[src/rtl/sio_dmareq_pkg.sv]
package sio_dmareq_pkg;

  localparam int PIN_MODE_W = 2;
  localparam logic [PIN_MODE_W-1:0] PIN_MODE_DMA = 2'b10;

  // Per-channel commands from control to datapath
  typedef struct packed {
    logic txSet;
    logic txClr;
    logic rxSet;
    logic rxClr;
  } reqStrobe_t;

endpackage

[src/rtl/sio_dmareq_ctrl.sv]
module sio_dmareq_ctrl
  import sio_dmareq_pkg::*;
#(
  parameter int CH_COUNT = 2
) (
  input  logic                           clk,
  input  logic                           rst,
  input  logic [CH_COUNT-1:0]            txEmpty,
  input  logic [CH_COUNT-1:0]            txWrite,
  input  logic [CH_COUNT-1:0]            rxAvail,
  input  logic [CH_COUNT-1:0]            rxRead,
  input  logic [CH_COUNT-1:0]            armMode,
  output reqStrobe_t [CH_COUNT-1:0]      strb
);

  logic [CH_COUNT-1:0] seenWrite;

  always_ff @(posedge clk) begin
    if (rst) seenWrite <= '0;
    else     seenWrite <= seenWrite | txWrite;
  end

  for (genvar ch = 0; ch < CH_COUNT; ch++) begin : g_ch
    // a write outranks a same-cycle empty report
    assign strb[ch].txClr = txWrite[ch];
    assign strb[ch].txSet = txEmpty[ch] & (armMode[ch] | seenWrite[ch]) & ~txWrite[ch];
    // a read outranks a same-cycle character report
    assign strb[ch].rxClr = rxRead[ch];
    assign strb[ch].rxSet = rxAvail[ch] & ~rxRead[ch];
  end

endmodule

[src/rtl/sio_dmareq_dp.sv]
module sio_dmareq_dp
  import sio_dmareq_pkg::*;
#(
  parameter int CH_COUNT = 2
) (
  input  logic                       clk,
  input  logic                       rst,
  input  reqStrobe_t [CH_COUNT-1:0]  strb,
  input  logic [PIN_MODE_W-1:0]      pinMode,
  input  logic [1:0]                 dtrCtl,
  output logic [CH_COUNT-2:0]        txReqDir,
  output logic [CH_COUNT-2:0]        rxReqDir,
  output logic [1:0]                 sharedPin
);

  localparam int LAST = CH_COUNT - 1;

  logic [CH_COUNT-1:0] txReq, rxReq, txNext, rxNext;
  logic [1:0]          pinNext;

  for (genvar ch = 0; ch < CH_COUNT; ch++) begin : g_req
    always_comb begin
      txNext[ch] = txReq[ch];
      if (strb[ch].txClr)      txNext[ch] = 1'b0;
      else if (strb[ch].txSet) txNext[ch] = 1'b1;
      rxNext[ch] = rxReq[ch];
      if (strb[ch].rxClr)      rxNext[ch] = 1'b0;
      else if (strb[ch].rxSet) rxNext[ch] = 1'b1;
    end
  end

  always_ff @(posedge clk) begin
    if (rst) begin
      txReq <= '0;
      rxReq <= '0;
    end else begin
      txReq <= txNext;
      rxReq <= rxNext;
    end
  end

  always_comb begin
    if (pinMode == PIN_MODE_DMA) pinNext = {rxNext[LAST], txNext[LAST]};
    else                         pinNext = ~dtrCtl;
  end

  always_ff @(posedge clk) begin
    if (rst) sharedPin <= '0;
    else     sharedPin <= pinNext;
  end

  assign txReqDir = txReq[CH_COUNT-2:0];
  assign rxReqDir = rxReq[CH_COUNT-2:0];

endmodule

[src/rtl/sio_dmareq.sv]
module sio_dmareq
  import sio_dmareq_pkg::*;
#(
  parameter int CH_COUNT = 2
) (
  input  logic                  clk,
  input  logic                  rst,
  input  logic [CH_COUNT-1:0]   txEmpty,
  input  logic [CH_COUNT-1:0]   txWrite,
  input  logic [CH_COUNT-1:0]   rxAvail,
  input  logic [CH_COUNT-1:0]   rxRead,
  input  logic [CH_COUNT-1:0]   armMode,
  input  logic [PIN_MODE_W-1:0] pinMode,
  input  logic [1:0]            dtrCtl,
  output logic [CH_COUNT-2:0]   txReqDir,
  output logic [CH_COUNT-2:0]   rxReqDir,
  output logic [1:0]            sharedPin
);

  reqStrobe_t [CH_COUNT-1:0] strb;

  sio_dmareq_ctrl #(.CH_COUNT(CH_COUNT)) u_ctrl (
    .clk     (clk),
    .rst     (rst),
    .txEmpty (txEmpty),
    .txWrite (txWrite),
    .rxAvail (rxAvail),
    .rxRead  (rxRead),
    .armMode (armMode),
    .strb    (strb)
  );

  sio_dmareq_dp #(.CH_COUNT(CH_COUNT)) u_dp (
    .clk       (clk),
    .rst       (rst),
    .strb      (strb),
    .pinMode   (pinMode),
    .dtrCtl    (dtrCtl),
    .txReqDir  (txReqDir),
    .rxReqDir  (rxReqDir),
    .sharedPin (sharedPin)
  );

endmodule

[config.mk]
export PLATFORM = sky130hd
export DESIGN_NAME = sio_dmareq
export DESIGN_NICKNAME = d
export VERILOG_FILES = /design/src/rtl/sio_dmareq_pkg.sv /design/src/rtl/sio_dmareq_ctrl.sv /design/src/rtl/sio_dmareq_dp.sv /design/src/rtl/sio_dmareq.sv
export SDC_FILE = /design/constraint.sdc
export NUM_CORES = 1
export LEC_CHECK = 0
export BUFFER_PORTS_ARGS = -buffer_cell sky130_fd_sc_hd__buf_4
export CAP_MARGIN = 10
export CORE_AREA = 3 3 40 42
export DETAILED_ROUTE_END_ITERATION = 16
export DIE_AREA = 0 0 43 45
export SYNTH_ARGS = -nofsm -noshare
export SYNTH_HDL_FRONTEND = slang
export SYNTH_HIERARCHICAL = 1
export SYNTH_SLANG_ARGS = --single-unit
[constraint.sdc]
create_clock -name clk -period 0.93 [get_ports clk]
set_clock_uncertainty 0.15 [all_clocks]
set_input_delay 0.0465 -clock clk [delete_from_list [all_inputs] [get_ports clk]]
set_output_delay 0.0465 -clock clk [all_outputs]
set_load 0.02 [all_outputs]
==> summary.txt, run 1 <==
Floorplanning
  • Die height: 45 um
  • Number of I/O pins: 20
  • Starting density of the core: 26.9%
  • Die span in x: between 40 and 50 um
  • Die area: between 0.0015 and 0.002 sq mm
  • Core area: between 0.001 and 0.0015 sq mm
  • FP Rows: 13

Synth
  • Main synth FF type: dfxtp_1
  • Synth unique cells: 11
  • Post-synth EDFFs: 0
  • Sequential area share after synthesis: a little under half
  • Synthesis Warnings: 6
  • Count leader, synth: nor2_1
  • Post-Syn Instances: 36
  • Post-Syn Nets: 52
  • Cell Area, Synth: 345 sq um
  • FF+latch count, synth: 8
  • Mean Syn Cell Area: ~9.6 sq um
  • Top cell type's share of synthesized area: 46.4%
  • Cell taking the most area after synthesis: dfxtp_1
  • Area contributors post-synth: dfxtp_1 46%, nor2_1 11%, buf_4 8.7%, nor3b_2 7.2%, o22ai_2 7.2%
  • Synth cell count leaders: 10 x nor2_1, 8 x dfxtp_1, 4 x buf_4
  • Async set or reset register ratio after synthesis: 0%

Power and ir drop
  • Clk pwr share: 34.2%
  • PwrDens: 1380 mW/mm^2
  • Peak supply drop: 0.000759 V
  • Pint: between 0.6 and 0.7 mW
  • P_sw: 0.186 mW
  • Switching share of power: between 20% and 30%
  • Sequential Power Share: a little under half
  • Proportion of power drawn by combinational gates: about a fifth
  • Tot Pwr: ~0.79 mW
  • Leakage: between 0.2 and 0.3 nW

Place
  • DP Worst Slack: -101 ps
  • Port Buffer Count: 19
  • DP Wirelength: ~540 um
  • Routability Congestion: about 0.61

Timing
  • RSZ-0062 raised after global routing: yes
  • Final worst slack: -99.5 ps
  • Slew headroom: 84.4%
  • Final hold viol count: 8
  • Worst Max-Slew Pin Slew: 233 ps
  • Count of final setup violators: 3
  • Max Slew Vio Count: 0
  • Hold_ws: -183 ps
  • Peak Freq: 971 MHz
  • Minimum clock period: about 1000 ps
  • Period utilization: 111%

Finish
  • Area Overhead vs Synth: 65.9%
  • Net count, final: 76
  • N_diodes: 0
  • Share of layout cells above drive strength 1: 63.8%
  • Util after Layout: between 40 and 50%
  • FILL cells: 130

Clock tree
  • Postcts setup bufs: 0
  • Root Driver: clkbuf_4
  • Skew-Pair Late Insertion Delay: 250 ps
  • Cts hold-fix bufs: 5
  • CTS Buffer Depth: 2
  • CTS Sinks: 8
  • Total CTS buffers: 3
  • Clock transition at path regs: around 60 ps
  • CTS tree: yes
  • H-tree depth: 1

Run status
  • Status: finished with violations
  • Failing checks: negative hold slack, negative setup slack

Global routing
  • Initial antenna violation count: 0
  • First-pass GRT wire length: between 1000 and 1500 um
  • GRT Total Usage: under 10%
  • Vias in the first global route: between 300 and 400
  • Global route total overflow: 0
  • Largest net degree at the start of global routing: 5

Routing
  • Vias: 317
  • ANT nets after route: 0
  • DRT iter0 DRCs: 0
  • DRT Pass-1 Iters: 1
  • Vias per cell: around 4.3
  • DRC: 0
  • DR WL/cell: about 10 um
  • Routed WL: about 750 um

Setup path
  • R2R cell count: 4
  • Reg-to-reg startpoint: u_ctrl/seenWrite[1]$_SDFF_PP0_
  • Crit Path Max Fanout: 2
  • Critical path required time: 920 ps
  • Setup Crit Path Kind: flop to flop
  • Worst setup EP type: flop
  • CP arrival: ~1000 ps
  • FF-to-FF End: u_dp/sharedPin[0]$_SDFF_PP0_
  • Worst setup SP type: flop
  • FF-to-FF setup slack: -100 ps

Min path
  • Worst Hold End: u_dp/txReq[0]$_SDFFE_PP0P_
  • Hold Crit Depth: 2
  • Worst min path class: primary input to flop
  • Hold_sp: txWrite[0]

Job
  • Number of max-cap violations: 0
-- how the worst max path moves through the flow --
stage / from / end / slack, ps
finish: u_ctrl/seenWrite[1]$_SDFF_PP0_ / u_dp/sharedPin[0]$_SDFF_PP0_ / -100
global route: u_ctrl/seenWrite[1]$_SDFF_PP0_ / u_dp/sharedPin[0]$_SDFF_PP0_ / -170
CTS: u_ctrl/seenWrite[1]$_SDFF_PP0_ / u_dp/sharedPin[0]$_SDFF_PP0_ / -110
detailed placement: u_ctrl/seenWrite[1]$_SDFF_PP0_ / u_dp/sharedPin[0]$_SDFF_PP0_ / -100
global placement: u_ctrl/seenWrite[1]$_SDFF_PP0_ / u_dp/sharedPin[0]$_SDFF_PP0_ / -70
floorplan: u_ctrl/seenWrite[1]$_SDFF_PP0_ / u_dp/sharedPin[0]$_SDFF_PP0_ / -40
-- worst max-delay path: stages (launching register included) --
cell,delay (ps)
dfxtp_2,320
nor2_2,80
nor3b_2,50
o21bai_1,220
o22ai_2,100
-- repair_timing --
item | CTS | global route
pin swaps | 0 | 4
hold endpoints to repair | 8 | 8
endpoints found under the setup margin | 4 | 8
gates resized for setup | 5 | 5
-- logic make-up (layout without fill, tap and decap cells) --
family | after synthesis | in the layout | share of synthesized area (%)
and+or+nand+nor | 20 | 20 | 33.3
DFF | 8 | 8 | 46.4
AOI/OAI and AO/OA | 4 | 4 | 11.6
buffers and inverters | 4 | 26 | 8.70
-- final cells by class --
cell class	instances	area [sq um]	share of cell area [%]
sequential	8	165	28.8
timing repair buffer	23	190	33.2
clock buffer	3	22.5	3.93
tap	15	18.8	3.28
multi-input combinational	24	176	30.8
-- power groups by stage --
stage / sequential, mW / clock (mW) / combinational [mW]
6_report: 0.371 / 0.270 / 0.150
4_1_cts: 0.369 / 0.295 / 0.151
2_1_floorplan: 0.384 / 0 / 0.0554
3_3_place_gp: 0.375 / 0 / 0.132
3_5_place_dp: 0.375 / 0 / 0.133
5_1_grt: 0.373 / 0.311 / 0.163
-- layout by cell type (no fill, tap or decap), types with 2 or more instances in the layout --
master / n
buf_4: 18
nor2b_1: 3
dfxtp_2: 4
dlygate4sd3_1: 2
nor3b_2: 2
nor2_2: 2
o22ai_2: 2
dfxtp_1: 4
buf_6: 2
clkbuf_4: 3
nor2_1: 8
-- flip-flops by register name, indices dropped and copies added (netlist names) --
register          cells
u_ctrl/seenWrite      2
u_dp/rxReq            2
u_dp/txReq            2
u_dp/sharedPin        2
-- metal layers --
metal / GRT usage (%) / vias up / routed length [um]
met1: 8.72 / 138 / 320
met4: 7.23 / 0 / 4
li1: - / 161 / -
met5: 0 / - / 0
met3: 6.77 / 2 / 93
met2: 12.9 / 16 / 332
-- through the flow --
stage                     TNS (ps)  instance area [sq um]  instances
after global routing          -372                    573         73
after floorplan              -60.6                    349         36
after global placement        -118                    495         68
after detailed placement      -175                    495         68
after CTS                     -359                    579         76
final                         -176                    573         73
No activity file was read; power rests on OpenSTA's default activity.
==> run 2, diff against run 1 <==
--- a/config.mk
+++ b/config.mk
@@ -7,9 +7,12 @@
 export LEC_CHECK = 0
 export BUFFER_PORTS_ARGS = -buffer_cell sky130_fd_sc_hd__buf_4
 export CAP_MARGIN = 10
-export CORE_AREA = 3 3 40 42
+export CELL_PAD_IN_SITES_DETAIL_PLACEMENT = 1
+export CELL_PAD_IN_SITES_GLOBAL_PLACEMENT = 1
+export CORE_MARGIN = 3
+export CORE_UTILIZATION = 24
 export DETAILED_ROUTE_END_ITERATION = 16
-export DIE_AREA = 0 0 43 45
+export PLACE_DENSITY_LB_ADDON = 0.1
 export SYNTH_ARGS = -nofsm -noshare
 export SYNTH_HDL_FRONTEND = slang
 export SYNTH_HIERARCHICAL = 1
==> run 2 against run 1 <==
Final area down 2.6%. Hold slack better by 10 ps. Power down 2.5%. Largest cell class unchanged. Critical path type is now primary input to flop. Utilization down 2.2 points. Setup slack worse by 8.5 ps. Combinational power down 3%. Routed wire length up 13%. Highest routed layer unchanged. The flow still finishes with violations (negative hold slack, negative setup slack). Cell count unchanged. Critical path depth unchanged. Register-to-register slack better by 40 ps.
==> summary.txt, run 2 (synthesis results as in run 1) <==
Run status
  • Status: finished with violations
  • Failing checks: negative hold slack, negative setup slack

Setup path
  • Critical path required time: 960 ps
  • Critical Path Max Stage Delay: between 500 and 600 ps
  • FF-to-FF End: u_dp/sharedPin[0]$_SDFF_PP0_
  • FF-to-FF setup slack: -60 ps
  • Crit Path Max Fanout: 2
  • Worst setup EP type: flop
  • Crit-path cells: buf_4 -> dlygate4sd3_1 -> o21bai_2 -> o22ai_2
  • CP arrival: 1070 ps
  • Setup Crit Path Kind: primary input to flop
  • Slowest CP cell: dlygate4sd3_1
  • R2R cell count: 4
  • Worst setup SP type: primary input
  • Reg-to-reg startpoint: u_ctrl/seenWrite[1]$_SDFF_PP0_

Finish
  • N_diodes: 0
  • Commonest non-fill, non-tap cell in the layout: buf_4
  • Most frequent cells in the layout: 20 x buf_4, 8 x nor2_1, 4 x dfxtp_2, 4 x dfxtp_1
  • Area Overhead vs Synth: 61.6%
  • Share of layout cells above drive strength 1: 67.2%
  • Net count, final: 76
  • Util after Layout: between 40% and 50%

Clock tree
  • Cts hold-fix bufs: 3
  • Root Driver: clkbuf_4
  • H-tree depth: 1
  • Postcts setup bufs: 0
  • Skew-Pair Late Insertion Delay: about 240 ps
  • CTS Sinks: 8
  • Total CTS buffers: 3
  • CTS tree: yes
  • CTS Buffer Depth: 2
  • Clock transition at path regs: 50 ps

Timing
  • Final hold viol count: 8
  • Final worst slack: -108 ps
  • Minimum clock period: between 1000 and 1500 ps
  • Hold_ws: -173 ps
  • RSZ-0062 raised after global routing: yes
  • Max Slew Vio Count: 0
  • Slew headroom: a little over four fifths
  • Period utilization: 112%
  • Worst Max-Slew Pin Slew: between 200 and 250 ps
  • Peak Freq: ~960 MHz
  • Count of final setup violators: 2

Place
  • Port Buffer Count: 19
  • Routability Congestion: between 0.7 and 0.8
  • DP Wirelength: 718 um
  • DP Worst Slack: -95.4 ps

Job
  • Number of max-cap violations: 0

Global routing
  • Global route total overflow: 0
  • First-pass GRT wire length: 1280 um
  • GRT Total Usage: a little under a tenth
  • Largest net degree at the start of global routing: 5
  • Vias in the first global route: 321
  • Initial antenna violation count: 0

Routing
  • DR WL/cell: between 10 and 15 um
  • DRT Pass-1 Iters: 1
  • DRT iter0 DRCs: 0
  • DRC: 0
  • Vias per cell: between 4 and 5
  • ANT nets after route: 0
  • Vias: approximately 330
  • Routed WL: about 850 um

Floorplanning
  • Die span in x: about 44 um
  • FP Rows: 13
  • Die height: 43.9 um
  • Core area: between 0.001 and 0.0015 sq mm
  • Starting density of the core: a little over a quarter
  • Die area: around 0.0019 sq mm
  • Number of I/O pins: 20

Min path
  • Worst Hold End: u_dp/txReq[0]$_SDFFE_PP0P_
  • Worst min path class: primary input to flop
  • Hold_sp: txWrite[0]
  • Hold Crit Depth: 2

Power and ir drop
  • Leakage: 0.250 nW
  • PwrDens: around 1400 mW/mm^2
  • Peak supply drop: approximately 0.00064 V
run 2: cell types whose count changed in the layout (fill, tap and decap cells not counted), sizes merged:
cell          previous run  this run
dlymetal6s4s             1         0
dlygate4sd3              2         1
buf                     20        22
run 2: timing repair:
action,4_1_cts,5_1_grt
endpoints found under the setup margin,3,6
gates resized for setup,2,7
pin swaps,0,1
cloned,0,0
endpoints found under the hold margin,8,8
run 2: layer usage:
metal,GRT usage (%),vias to the layer above,routed length (um)
li1,-,161,-
met1,8.98,152,257
met2,17.2,12,513
met3,2.90,2,73
met4,5.42,0,4
met5,0,-,0
run 2: worst max-delay path: cells and delay by family:
kind | cells | cell delay [ps]
buffers and inverters | 2 | 670
AOI/OAI and AO/OA | 2 | 340
run 2: cell type report:
cell class | instances | area [sq um]
well taps | 15 | 18.8
repair buffers | 23 | 183
clock buffers | 3 | 22.5
multi-input cells | 24 | 169
fillers | 157 | 759
flip-flops and latches | 8 | 165
run 2: worst max-delay path by stage:
stage	startpoint	end	slack [ps]
3_3_place_gp	u_ctrl/seenWrite[1]$_SDFF_PP0_	u_dp/sharedPin[0]$_SDFF_PP0_	-70
4_1_cts	u_ctrl/seenWrite[1]$_SDFF_PP0_	u_dp/sharedPin[0]$_SDFF_PP0_	-100
6_report	txWrite[1]	u_dp/sharedPin[0]$_SDFF_PP0_	-110
5_1_grt	u_ctrl/seenWrite[1]$_SDFF_PP0_	u_dp/sharedPin[0]$_SDFF_PP0_	-150
2_1_floorplan	u_ctrl/seenWrite[1]$_SDFF_PP0_	u_dp/sharedPin[0]$_SDFF_PP0_	-40
3_5_place_dp	u_ctrl/seenWrite[1]$_SDFF_PP0_	u_dp/sharedPin[0]$_SDFF_PP0_	-100
run 2: power by group:
part | switching [mW] | total (mW) | internal (mW)
clock network | 0.107 | 0.254 | 0.147
registers | 0.00873 | 0.371 | 0.362
logic | 0.0549 | 0.146 | 0.0911
run 2: metrics by stage:
| step | TNS, ps | instances | power [mW] | cell area (sq um) |
|---|---|---|---|---|
| floorplan | -60.6 | 36 | 0.440 | 349 |
| global placement | -108 | 68 | 0.504 | 495 |
| detailed placement | -175 | 68 | 0.512 | 495 |
| CTS | -257 | 74 | 0.791 | 553 |
| global route | -282 | 73 | 0.825 | 558 |
| finish | -189 | 73 | 0.771 | 558 |
==> run 3, diff against run 2 <==
--- a/config.mk
+++ b/config.mk
@@ -7,13 +7,11 @@
 export LEC_CHECK = 0
 export BUFFER_PORTS_ARGS = -buffer_cell sky130_fd_sc_hd__buf_4
 export CAP_MARGIN = 10
-export CELL_PAD_IN_SITES_DETAIL_PLACEMENT = 1
-export CELL_PAD_IN_SITES_GLOBAL_PLACEMENT = 1
-export CORE_MARGIN = 3
-export CORE_UTILIZATION = 24
+export CORE_AREA = 3 3 40 42
 export DETAILED_ROUTE_END_ITERATION = 16
-export PLACE_DENSITY_LB_ADDON = 0.1
+export DIE_AREA = 0 0 43 45
 export SYNTH_ARGS = -nofsm -noshare
 export SYNTH_HDL_FRONTEND = slang
 export SYNTH_HIERARCHICAL = 1
 export SYNTH_SLANG_ARGS = --single-unit
+export TNS_END_PERCENT = 50
==> run 3 against run 2 <==
The flow still finishes with violations (negative hold slack, negative setup slack). Combinational power about the same. Power increased by 1.4%. Setup slack improved by 7.1 ps. Non-clock buffer count increased by 1. Cell count increased by 1.4%. Final area increased by 1.8%. Die area increased by 0.27%. Global-route usage decreased by 0.33 points. Hold slack got worse by 2.0 ps. Critical path type is now flop to flop. Critical endpoint unchanged. Largest power group unchanged. Highest routed layer is now met3.
==> summary.txt, run 3 (synthesis results as in run 1) <==
Run status
  • Status: finished with violations
  • Failing checks: negative hold slack, negative setup slack

Timing
  • Final worst slack: -101 ps
  • Max Slew Vio Count: 0
  • Minimum clock period: roughly 1000 ps
  • Period utilization: 111%
  • Count of final setup violators: 3
  • Peak Freq: 970 MHz
  • Hold_ws: -175 ps
  • Slew headroom: between 80% and 90%
  • Worst Max-Slew Pin Slew: about 240 ps
  • RSZ-0062 raised after global routing: yes
  • Final hold viol count: 7

Floorplanning
  • Die span in x: roughly 43 um
  • Die area: about 0.0019 sq mm
  • Die height: roughly 45 um
  • Core area: roughly 0.0013 sq mm
  • Starting density of the core: a little over a quarter
  • Number of I/O pins: 20
  • FP Rows: 13

Power and ir drop
  • PwrDens: 1380 mW/mm^2
  • Clk pwr share: 33.8%
  • Peak supply drop: between 0.0004 and 0.0005 V
  • Leakage: around 0.26 nW
  • Pint: 0.605 mW
  • Sequential Power Share: around 47%
  • Proportion of power drawn by combinational gates: a little under a fifth
  • Tot Pwr: roughly 0.8 mW
  • P_sw: approximately 0.18 mW
  • Switching share of power: a little under a quarter

Finish
  • Net count, final: between 70 and 80
  • Commonest non-fill, non-tap cell in the layout: buf_4
  • Most frequent cells in the layout: 18 x buf_4, 8 x nor2_1, 4 x dfxtp_2, 4 x dfxtp_1
  • Cell Count, Final, Fillers Out: 74
  • N_diodes: 0
  • Share of layout cells above drive strength 1: 61.0%
  • Area Overhead vs Synth: 64.5%

Routing
  • DRT Pass-1 Iters: 3
  • Vias per cell: roughly 4.2
  • ANT nets after route: 0
  • Vias: about 310
  • Routed WL: roughly 690 um
  • DR WL/cell: roughly 9.3 um
  • DRT iter0 DRCs: 1
  • DRC: 0

Min path
  • Worst min path class: primary input to flop

Global routing
  • Global route total overflow: 0
  • First-pass GRT wire length: approximately 1200 um
  • Largest net degree at the start of global routing: 5
  • Vias in the first global route: between 300 and 400
  • Initial antenna violation count: 0
  • GRT Total Usage: under 10%

Setup path
  • Crit-path cells: nor2_2 -> nor3b_2 -> o21bai_1 -> o22ai_2
  • Worst setup SP type: flop
  • Critical path required time: 910 ps
  • Setup Crit Path Kind: flop to flop
  • CP arrival: 1010 ps
  • Buf/Inv on CP: 0
  • Critical Path Max Stage Delay: about 320 ps
  • Slowest CP cell: dfxtp_2
  • Top delay family on crit path: flip-flops
  • FF-to-FF setup slack: -100 ps
  • Crit Path Max Fanout: 2
  • Worst setup EP type: flop

Job
  • Number of max-cap violations: 0

Place
  • Routability Congestion: around 0.66
  • Placed Cells incl. Taps: about 70
  • Port Buffer Count: 19
  • DP Wirelength: between 500 and 600 um

Clock tree
  • Clock transition at path regs: approximately 60 ps
  • CTS Buffer Depth: 2
  • Total CTS buffers: 3
  • Postcts setup bufs: 0
  • Root Driver: clkbuf_4
  • CTS Sinks: 8
  • CTS tree: yes
  • H-tree depth: 1
  • Skew-Pair Late Insertion Delay: between 200 and 300 ps
run 3: cell count changes in the layout (fill, tap and decap cells not counted), sizes merged:
cell,delta
dlygate4sd3,+1
buf,-1
dlymetal6s4s,+1
run 3: path summary, 6_finish.rpt:
path | startpoint | to | depth (start not counted)
worst min register to register | u_ctrl/seenWrite[0]$_SDFF_PP0_ | u_ctrl/seenWrite[0]$_SDFF_PP0_ | 2
worst min-delay path | txWrite[0] | u_dp/txReq[0]$_SDFFE_PP0P_ | 2
worst max-delay path | u_ctrl/seenWrite[1]$_SDFF_PP0_ | u_dp/sharedPin[0]$_SDFF_PP0_ | 4
worst max register to register | u_ctrl/seenWrite[1]$_SDFF_PP0_ | u_dp/sharedPin[0]$_SDFF_PP0_ | 4
run 3: layer usage:
metal	track usage, %	vias to the layer above	wire, um
met2	12.3	14	300
met1	10.9	136	320
met3	5.18	0	70
met5	0	-	0
met4	5.42	0	0
li1	-	163	-
run 3: timing repair:
action                                  4_1_cts  5_1_grt
endpoints found under the setup margin        3        8
hold endpoints to repair                      8        7
hold buffers                                  3        1
gates cloned                                  0        0
resized for setup                             1        7
run 3: power groups by stage:
stage | Combinational (mW) | Clock (mW) | Sequential (mW)
5_1_grt | 0.161 | 0.297 | 0.372
6_report | 0.147 | 0.264 | 0.370
3_5_place_dp | 0.132 | 0 | 0.375
2_1_floorplan | 0.0553 | 0 | 0.384
3_3_place_gp | 0.132 | 0 | 0.375
4_1_cts | 0.143 | 0.278 | 0.368
run 3: cell type report:
type                            instances  area, sq um
Fill cell                             138          717
Timing Repair Buffer                   24          201
Sequential cell                         8          165
Multi-Input combinational cell         24          160
Clock buffer                            3         22.5
Tap cell                               15         18.8
run 3: through the flow:
stage	hold slack (ps)	area (sq um)	TNS, ps	setup slack, ps	utilization, %
after floorplan	-38.5	349	-47.7	-44.5	-
after global placement	68.1	495	-107	-74.6	38.6
after detailed placement	75.1	495	-148	-96.1	38.6
after CTS	-177	552	-177	-106	42.9
after global routing	-177	568	-447	-177	44.2
final	-175	568	-185	-101	44.2
run 3: worst reg2reg max path, cell delays in order (launching register included):
cell and delay, ps:
dfxtp_2 320, nor2_2 100, nor3b_2 50, o21bai_1 200, o22ai_2 90
